<file path="src/rtl/crflag_pkg.sv">
package crflag_pkg;

  typedef enum logic [3:0] {
    OP_NOP   = 4'd0,
    OP_ADD   = 4'd1,
    OP_ADDI  = 4'd2,
    OP_SUBF  = 4'd3,
    OP_NEG   = 4'd4,
    OP_ADDX  = 4'd5,
    OP_CMPS  = 4'd6,
    OP_CMPU  = 4'd7,
    OP_CMPSI = 4'd8,
    OP_CMPUI = 4'd9
  } op_e;

  typedef struct packed {
    logic lt;
    logic gt;
    logic eq;
    logic so;
  } crfld_t;

  function automatic logic is_arith(op_e o);
    return (o == OP_ADD) || (o == OP_ADDI) || (o == OP_SUBF) ||
           (o == OP_NEG) || (o == OP_ADDX);
  endfunction

  function automatic logic is_cmp(op_e o);
    return (o == OP_CMPS) || (o == OP_CMPU) || (o == OP_CMPSI) ||
           (o == OP_CMPUI);
  endfunction

endpackage

</file>
<file path="src/rtl/crflag_adder.sv">
module crflag_adder
  import crflag_pkg::*;
#(
  parameter int W    = 32,
  parameter int IMMW = 16
) (
  input  op_e          op,
  input  logic [W-1:0] a,
  input  logic [W-1:0] b,
  input  logic [IMMW-1:0] imm,
  input  logic         ca_in,
  output logic [W-1:0] sum,
  output logic         cout,
  output logic         ovf
);

  logic [W-1:0] x, y;
  logic         cin;
  logic [W:0]   wide;

  // Every form maps onto x + y + cin; subtraction uses the inverted operand.
  always_comb begin
    x   = '0;
    y   = '0;
    cin = 1'b0;
    unique case (op)
      OP_ADD:  begin x = a; y = b; end
      OP_ADDI: begin x = a; y = {{(W-IMMW){imm[IMMW-1]}}, imm}; end
      OP_SUBF: begin x = b; y = ~a; cin = 1'b1; end
      OP_NEG:  begin x = '0; y = ~a; cin = 1'b1; end
      OP_ADDX: begin x = a; y = b; cin = ca_in; end
      default: ;
    endcase
  end

  assign wide = {1'b0, x} + {1'b0, y} + {{W{1'b0}}, cin};
  assign sum  = wide[W-1:0];
  assign cout = wide[W];
  assign ovf  = (x[W-1] == y[W-1]) && (sum[W-1] != x[W-1]);

endmodule

</file>
<file path="src/rtl/crflag_cmp.sv">
module crflag_cmp
  import crflag_pkg::*;
#(
  parameter int W    = 32,
  parameter int IMMW = 16
) (
  input  op_e          op,
  input  logic [W-1:0] a,
  input  logic [W-1:0] b,
  input  logic [IMMW-1:0] imm,
  output logic         lt,
  output logic         gt,
  output logic         eq
);

  logic [W-1:0] rhs;
  logic         use_imm, unsgn;

  assign use_imm = (op == OP_CMPSI) || (op == OP_CMPUI);
  assign unsgn   = (op == OP_CMPU)  || (op == OP_CMPUI);
  assign rhs     = use_imm ? {{(W-IMMW){imm[IMMW-1]}}, imm} : b;

  always_comb begin
    eq = (a == rhs);
    if (unsgn) begin
      lt = a < rhs;
      gt = a > rhs;
    end else begin
      lt = $signed(a) < $signed(rhs);
      gt = $signed(a) > $signed(rhs);
    end
  end

endmodule

</file>
<file path="src/rtl/crflag_cr.sv">
module crflag_cr
  import crflag_pkg::*;
#(
  parameter int NFLD = 8,
  localparam int FW   = $bits(crfld_t),
  localparam int CRW  = NFLD * FW,
  localparam int SELW = (NFLD > 1) ? $clog2(NFLD) : 1
) (
  input  logic            clk,
  input  logic            rst,
  input  logic            wr_en,
  input  logic [SELW-1:0] wr_idx,
  input  crfld_t          wr_val,
  output logic [CRW-1:0]  cr
);

  // Field 0 sits in the most significant nibble.
  for (genvar i = 0; i < NFLD; i++) begin : g_fld
    crfld_t fld_q;
    always_ff @(posedge clk) begin
      if (rst)
        fld_q <= '0;
      else if (wr_en && (wr_idx == SELW'(i)))
        fld_q <= wr_val;
    end
    assign cr[CRW-1-FW*i -: FW] = fld_q;
  end

endmodule

</file>
<file path="src/rtl/crflag_unit.sv">
module crflag_unit
  import crflag_pkg::*;
#(
  parameter int W    = 32,
  parameter int IMMW = 16,
  parameter int NFLD = 8,
  localparam int CRW  = NFLD * 4,
  localparam int SELW = (NFLD > 1) ? $clog2(NFLD) : 1
) (
  input  logic            clk,
  input  logic            rst,
  input  logic [3:0]      op,
  input  logic [W-1:0]    opnd_a,
  input  logic [W-1:0]    opnd_b,
  input  logic [IMMW-1:0] imm,
  input  logic            rec_en,
  input  logic            ov_en,
  input  logic            ca_en,
  input  logic            fld_use,
  input  logic [SELW-1:0] fld_sel,
  input  logic            clr_so,
  output logic [W-1:0]    result,
  output logic [CRW-1:0]  cr,
  output logic [2:0]      xer
);

  op_e          op_i;
  logic         arith, cmp;
  logic [W-1:0] sum;
  logic         cout, ovf;
  logic         c_lt, c_gt, c_eq;
  logic         so_q, ov_q, ca_q, so_d;
  logic [W-1:0] res_q;
  logic            cr_we;
  logic [SELW-1:0] cr_idx;
  crfld_t          cr_val;

  assign op_i  = op_e'(op);
  assign arith = is_arith(op_i);
  assign cmp   = is_cmp(op_i);

  crflag_adder #(.W(W), .IMMW(IMMW)) u_add (
    .op(op_i), .a(opnd_a), .b(opnd_b), .imm(imm), .ca_in(ca_q),
    .sum(sum), .cout(cout), .ovf(ovf)
  );

  crflag_cmp #(.W(W), .IMMW(IMMW)) u_cmp (
    .op(op_i), .a(opnd_a), .b(opnd_b), .imm(imm),
    .lt(c_lt), .gt(c_gt), .eq(c_eq)
  );

  // Clear has priority over any newly recorded overflow.
  assign so_d = clr_so ? 1'b0 : (so_q | (arith & ov_en & ovf));

  always_comb begin
    cr_we  = 1'b0;
    cr_idx = '0;
    cr_val = '0;
    if (arith && rec_en) begin
      cr_we  = 1'b1;
      cr_val = '{lt: sum[W-1], gt: !sum[W-1] && (sum != '0),
                 eq: (sum == '0), so: so_d};
    end else if (cmp) begin
      cr_we  = 1'b1;
      cr_idx = fld_use ? fld_sel : '0;
      cr_val = '{lt: c_lt, gt: c_gt, eq: c_eq, so: so_d};
    end
  end

  crflag_cr #(.NFLD(NFLD)) u_cr (
    .clk(clk), .rst(rst), .wr_en(cr_we), .wr_idx(cr_idx),
    .wr_val(cr_val), .cr(cr)
  );

  always_ff @(posedge clk) begin
    if (rst) begin
      so_q  <= 1'b0;
      ov_q  <= 1'b0;
      ca_q  <= 1'b0;
      res_q <= '0;
    end else begin
      so_q <= so_d;
      if (arith && ov_en)
        ov_q <= ovf;
      if ((op_i == OP_ADDX) && ca_en)
        ca_q <= cout;
      if (arith)
        res_q <= sum;
    end
  end

  assign result = res_q;
  assign xer    = {so_q, ov_q, ca_q};

endmodule

</file>
<file path="config.mk">
export PLATFORM = sky130hd
export DESIGN_NAME = crflag_unit
export DESIGN_NICKNAME = d
export VERILOG_FILES = /design/src/rtl/crflag_pkg.sv /design/src/rtl/crflag_adder.sv /design/src/rtl/crflag_cmp.sv /design/src/rtl/crflag_cr.sv /design/src/rtl/crflag_unit.sv
export SDC_FILE = /design/constraint.sdc
export NUM_CORES = 1
export LEC_CHECK = 0
export CAP_MARGIN = 20
export CORE_MARGIN = 4
export CORE_UTILIZATION = 43
export DETAILED_ROUTE_END_ITERATION = 8
export PLACE_DENSITY = 0.79
export SYNTH_ARGS = -nofsm -noshare
export SYNTH_HDL_FRONTEND = slang
export SYNTH_SLANG_ARGS = --single-unit
</file>
<file path="constraint.sdc">
create_clock -name clk -period 4.7 [get_ports clk]
set_input_delay 0.47 -clock clk [delete_from_list [all_inputs] [get_ports clk]]
set_output_delay 0.47 -clock clk [all_outputs]
set_load 0.05 [all_outputs]
</file>
-- Yosys cells after proc, flatten, opt, wreduce, memory -nomap -nowiden
Index checks and enable logic that the tools add are counted.
- output and inout bits: 67
- bits in registers: 67
- input port bits: 94
- add/sub/neg operators: 2
- reductions and logical operators: 29
- $lt $le $gt $ge: 4
- multiplexer cells: 14
- equality and inequality tests: 19
- bitwise logic cells: 4
- operators with widths (cell ; count):
    $pmux 32 s3 ; 1
    $gt 32x32->1 ; 2
    $lt 32x32->1 ; 2
    $pmux 32 s2 ; 1
    $add 32x32->33 ; 1
    $add 33x1->33 ; 1
    $eq 32x32->1 ; 1
    $logic_not 32->1 ; 1
    $mux 32 ; 1
    $not 32->32 ; 1
    $reduce_bool 32->1 ; 1
    $eq 4x3->1 const B ; 4
    $logic_and 1x1->1 ; 13
    $eq 3x3->1 const B ; 4
    $logic_or 1x1->1 ; 9
    $mux 3 ; 3
    $eq 4x2->1 const B ; 2
    $eq 4x4->1 const B ; 2
    $mux 4 ; 2
    $eq 3x2->1 const B ; 2
    $mux 1 ; 5
    $eq 4x1->1 const B ; 1
    $reduce_or 2->1 ; 2
    $eq 3x1->1 const B ; 1
    8 further kinds ; 9

-- Depth between registers and ports, before layout
Gate-level depths: netlist of run 1.
- depth after elaboration: 12
- mapped depth: 20
- mapped depth without buffers: 18

-- Modules after synthesis
A second synthesis of run 1 with hierarchy kept.
- cell total of the unflattened synthesis: 826
- area, all modules: 6586.3 µm²
- by module, submodules not included (module ; area each (µm²) ; cells each ; instances):
    crflag_adder ; 2727.6 ; 394 ; 1
    crflag_unit ; 1496.4 ; 181 ; 1
    crflag_cr ; 1346.3 ; 122 ; 1
    crflag_cmp ; 1016.0 ; 129 ; 1

-- Worst setup path after synthesis of run 1
No wires, ideal clock.
- path kind: input -> register
- start: input op[3]
- end: register u_cr.g_fld[0].fld_q, in the netlist u_cr.cr[30]
- path buffers: 2
- required time: 4.573 ns
- stages: 18
- arrival time: 4.194 ns
- setup slack: 0.379 ns
- setup time: 0.127 ns
- cell sequence: clkbuf_1 > nand2b_1 > nor2_1 > clkbuf_1 > a222oi_1 > fa_1 > inv_1 > fa_1 > a211o_2 > a21o_1 > a22oi_1 > o211ai_1 > or4_1 > nor4_1 > nand4_1 > nor4_2 > a31o_1 > a31oi_1
- word-level cells in the longest chain between the ends: 9
- ends and longest elaborated chain (element ; RTL line ; text):
    start: declaration ; crflag_unit.sv:12 ; input logic [3:0] op,
    branches (longest 9 deep; another with $add 32x32->33) ; - ;
    end signal: assignment ; crflag_cr.sv:24 ; fld_q <= wr_val;
    end: declaration ; crflag_cr.sv:19 ; crfld_t fld_q;
Several ways; the timed one is not identified.
A chain may end at the register's enable or synchronous reset.

-- Worst setup path in the final report of run 1
- start: input op[2]
- end: register u_cr.g_fld[0].fld_q, in the netlist u_cr.cr[29]
- word-level cells in the longest chain between the ends: 9
- ends and longest elaborated chain (element):
    branches (longest 9 deep; another with $add 32x32->33)
Several ways; the timed one is not identified.

==> results.sh, run 1 <==
export IMPL_synth_flop_cell="dfxtp_1"
export IMPL_synth_area_leaders="dfxtp_1 22%, ha_1 13%, a21oi_1 9.2%"
export IMPL_syn_nets=981
export IMPL_dieArea_um2=16300
export IMPL_path_clk_slew_ps=60
export IMPL_drt_wl_total_um=21900
export IMPL_cts_tree="built"
export IMPL_synth_edf_count=0
export IMPL_antenna_found_initial=0
export IMPL_r2r_cells=17
export IMPL_grt_max_degree=52
export IMPL_critPathBufInv=6
export IMPL_die_y_um=128
export IMPL_netlist_top_cells_count="114 x a21oi_1, 81 x nand2_1, 69 x nor2_1"
export IMPL_drt_iter0_markers=532
export IMPL_htree_levels=3
export IMPL_cts_buffers=9
export IMPL_slowest_stage="nor4_2"
export IMPL_std_cell_rows=43
export IMPL_cp_top_family="simple AND/OR/NAND/NOR gates"
export IMPL_synth_top_cell_area_share_pct=21.7
export IMPL_min_period_over_period_pct=91.1
export IMPL_min_path_type="reg -> reg"
export IMPL_cp_depth=22
export IMPL_post_synth_top_count_cell="a21oi_1"
export IMPL_drv_cap=0
export IMPL_syn_inst=822
export IMPL_drive_gt1_share_pct=15.6
export IMPL_grt_setup_unrepaired="false"
export IMPL_grt_use_total_pct=26.3
export IMPL_crit_type="in -> reg"
export IMPL_ios=161
export IMPL_layout_min_cycle_time_ps=4280
export IMPL_vias=7369
export IMPL_drc=0
export IMPL_slew_headroom_pct=37.8
export IMPL_powerDensity_nw_per_um2=217
export IMPL_worstPathArrival_ps=4550
export IMPL_clk_latency_ps=330
export IMPL_p_leak_nw=3.80
export IMPL_setup_ws_ps=417
export IMPL_fp_dieW_um=128
export IMPL_ir_worst_vdd_mv=0.181
export IMPL_area_delta_synth_final_pct=47.2
export IMPL_stdcell_area_um2=9090
export IMPL_status="finished, final reports clean"
export IMPL_cts_hold_buf=0
export IMPL_cp_end_kind="flip-flop"
export IMPL_core_area_um2=14000
export IMPL_synthArstFlopShare_pct=0
export IMPL_grt_pass1_wl_um=35800
export IMPL_finalHoldViolCount=0
export IMPL_overflow=0
export IMPL_ant_nets=0
export IMPL_ys_seq_area_share_pct=21.7
export IMPL_globalplace_congestion=1.00
export IMPL_cts_max_path_buffers=2
export IMPL_regArea_um2=1340
export IMPL_path_max_fanout=11
export IMPL_drv_slew=0
export IMPL_synth_seq_cells=67
export IMPL_required_ps=4960
export IMPL_start_util_pct=44.1
export IMPL_nNetsFinal=1218
export IMPL_finalPower_mw=1.97
export IMPL_multiInputGateArea_um2=4720
export IMPL_yosys_area_top_type="dfxtp_1"
export IMPL_clock_skew_ps=6.03
export IMPL_crit_path_max_incr_delay_ps=360
export IMPL_dr_pass1_iters=5
export IMPL_wl_per_cell_um=17.6
export IMPL_cts_sinks=67
export IMPL_port_buffers=160
export IMPL_synth_area_um2=6170
export IMPL_grt_pass1_vias=7303
export IMPL_min_path_cells=2
export IMPL_finalSetupViolCount=0
export IMPL_fillers=1218
export IMPL_worst_pin_slew_ps=926
export IMPL_diodes=0
export IMPL_ctsRootBufferMaster="clkbuf_16"
export IMPL_worstPathCellList="dlymetal6s2s_1, nand2b_1, or2_2, nor2_1, buf_4, buf_4, buf_4, a22oi_1, o21ai_0, ha_1, buf_4, nand2_1, o21ai_0, and2_1, buf_4, nor4_2, o21ai_2, nor4_4, nand4_1, nor4_4, nand4b_1, a31oi_1"
export IMPL_place_hpwl_um=17300
export IMPL_place_ws_ps=-360
export IMPL_critPathMostFrequentCell="buf_4"
export IMPL_placed_area_um2=8660
export IMPL_timing_fmax_ghz=0.234
export IMPL_ys_warn_count=0
export IMPL_critPathLaunchType="input port"
export IMPL_synth_distinct_cells=67
export IMPL_via_per_inst=5.93
export IMPL_syn_area_per_cell_um2=7.51
## layer usage
layer / track usage (%) / vias up / part of all wire, %
met1: 33.3 / 3479 / 42
met5: 0 / - / 0
met2: 46.0 / 280 / 50
li1: - / 3565 / -
met3: 3.75 / 45 / 5.6
met4: 8.11 / 0 / 2.3
## worst register-to-register path, stage by stage (launching register included)
cell,delay (ps)
dfxtp_1,320
inv_1,50
a211o_1,250
a21o_1,250
fa_2,410
buf_4,130
buf_4,120
nor2b_1,150
o2111ai_1,120
buf_4,180
a21boi_0,240
o211ai_1,160
or4_4,540
nor4_4,150
nand4_1,210
nor4_4,320
nand4b_1,140
a31oi_1,180
## worst paths after layout
kind | from | end | slack (ps)
worst max register to register | ca_q | u_cr.cr[29] | 720
worst max-delay path | op[2] | u_cr.cr[29] | 420
worst min register to register | result[25] | result[25] | 450
worst min-delay path | result[25] | result[25] | 450
## layout make-up
class / instances / share of cell area (%)
multi-input cells: 694 / 52.0
repair buffers: 273 / 27.1
flip-flops and latches: 67 / 14.8
clock buffers: 13 / 2.97
well taps: 180 / 2.48
inverters: 14 / 0.578
clock inverters: 2 / 0.110
## stage by stage
step                      std cells  util [%]  TNS (ps)  hold slack [ps]
after global placement         1225      61.9     -2400              439
after CTS                      1240      64.0         0              452
after detailed placement       1225      61.9     -4560              447
final                          1243      65.0         0              450
after floorplan                 822         -         0              437
after global routing           1243      65.0         0              473
## report_power, final
part	internal (mW)	switching, mW	leakage (nW)
registers	0.588	0.0104	0.543
logic	0.337	0.408	3.11
clock network	0.395	0.232	0.141
## what timing repair did
action	4_1_cts	5_1_grt
resized for setup	3	29
endpoints found under the setup margin	2	28
pin swaps	1	14
setup buffers	0	3
## layout by cell type, fill, tap and decap left out, types with 5 or more instances in the layout
master / synthesis / layout
nor3_1: 18 / 18
and3_1: 5 / 5
a22o_1: 31 / 31
nand3_1: 16 / 15
xor2_1: 8 / 8
dfxtp_1: 67 / 67
o21a_1: 7 / 7
o21ai_0: 68 / 66
a22oi_1: 17 / 17
buf_4: 3 / 112
nor2b_1: 6 / 6
nand2b_1: 10 / 10
ha_1: 63 / 63
clkbuf_16: 0 / 9
inv_1: 13 / 12
mux2i_1: 31 / 31
nand4_1: 14 / 14
a211oi_1: 21 / 18
nand2_1: 81 / 81
xnor2_1: 14 / 14
a21oi_2: 0 / 5
a21o_1: 21 / 21
nor2_1: 69 / 66
o211ai_1: 6 / 6
a21oi_1: 114 / 108
clkdlybuf4s50_1: 0 / 155
## sequential cells by signal (all words and copies together) (netlist names)
name     flops
result      32
ov_q         1
ca_q         1
u_cr.cr     32
so_q         1
## cell families after synthesis
logic type / after synthesis / synth area share (%)
AO/OA/AOI/OAI: 325 / 33.3
AND/OR/NAND/NOR: 250 / 19.2
flip-flops: 67 / 21.7
adder cells (fa/ha/maj): 65 / 13.4
buffers and inverters: 61 / 4.01
multiplexers: 32 / 5.21
XOR/XNOR: 22 / 3.12
(Power assumes the default switching activity.)
==> run 2, diff against run 1 <==
--- a/config.mk
+++ b/config.mk
@@ -5,7 +5,7 @@
 export SDC_FILE = /design/constraint.sdc
 export NUM_CORES = 1
 export LEC_CHECK = 0
-export CAP_MARGIN = 20
+export CAP_MARGIN = 10
 export CORE_MARGIN = 4
 export CORE_UTILIZATION = 43
 export DETAILED_ROUTE_END_ITERATION = 8
==> results of run 2 <==
Final layout, timing and power as in run 1 (identical DEF).
==> run 3, diff against run 2 <==
--- a/config.mk
+++ b/config.mk
@@ -9,6 +9,7 @@
 export CORE_MARGIN = 4
 export CORE_UTILIZATION = 43
 export DETAILED_ROUTE_END_ITERATION = 8
+export HOLD_SLACK_MARGIN = 0.08
 export PLACE_DENSITY = 0.79
 export SYNTH_ARGS = -nofsm -noshare
 export SYNTH_HDL_FRONTEND = slang
==> results of run 3 <==
Final layout, timing and power as in run 1 (identical DEF).
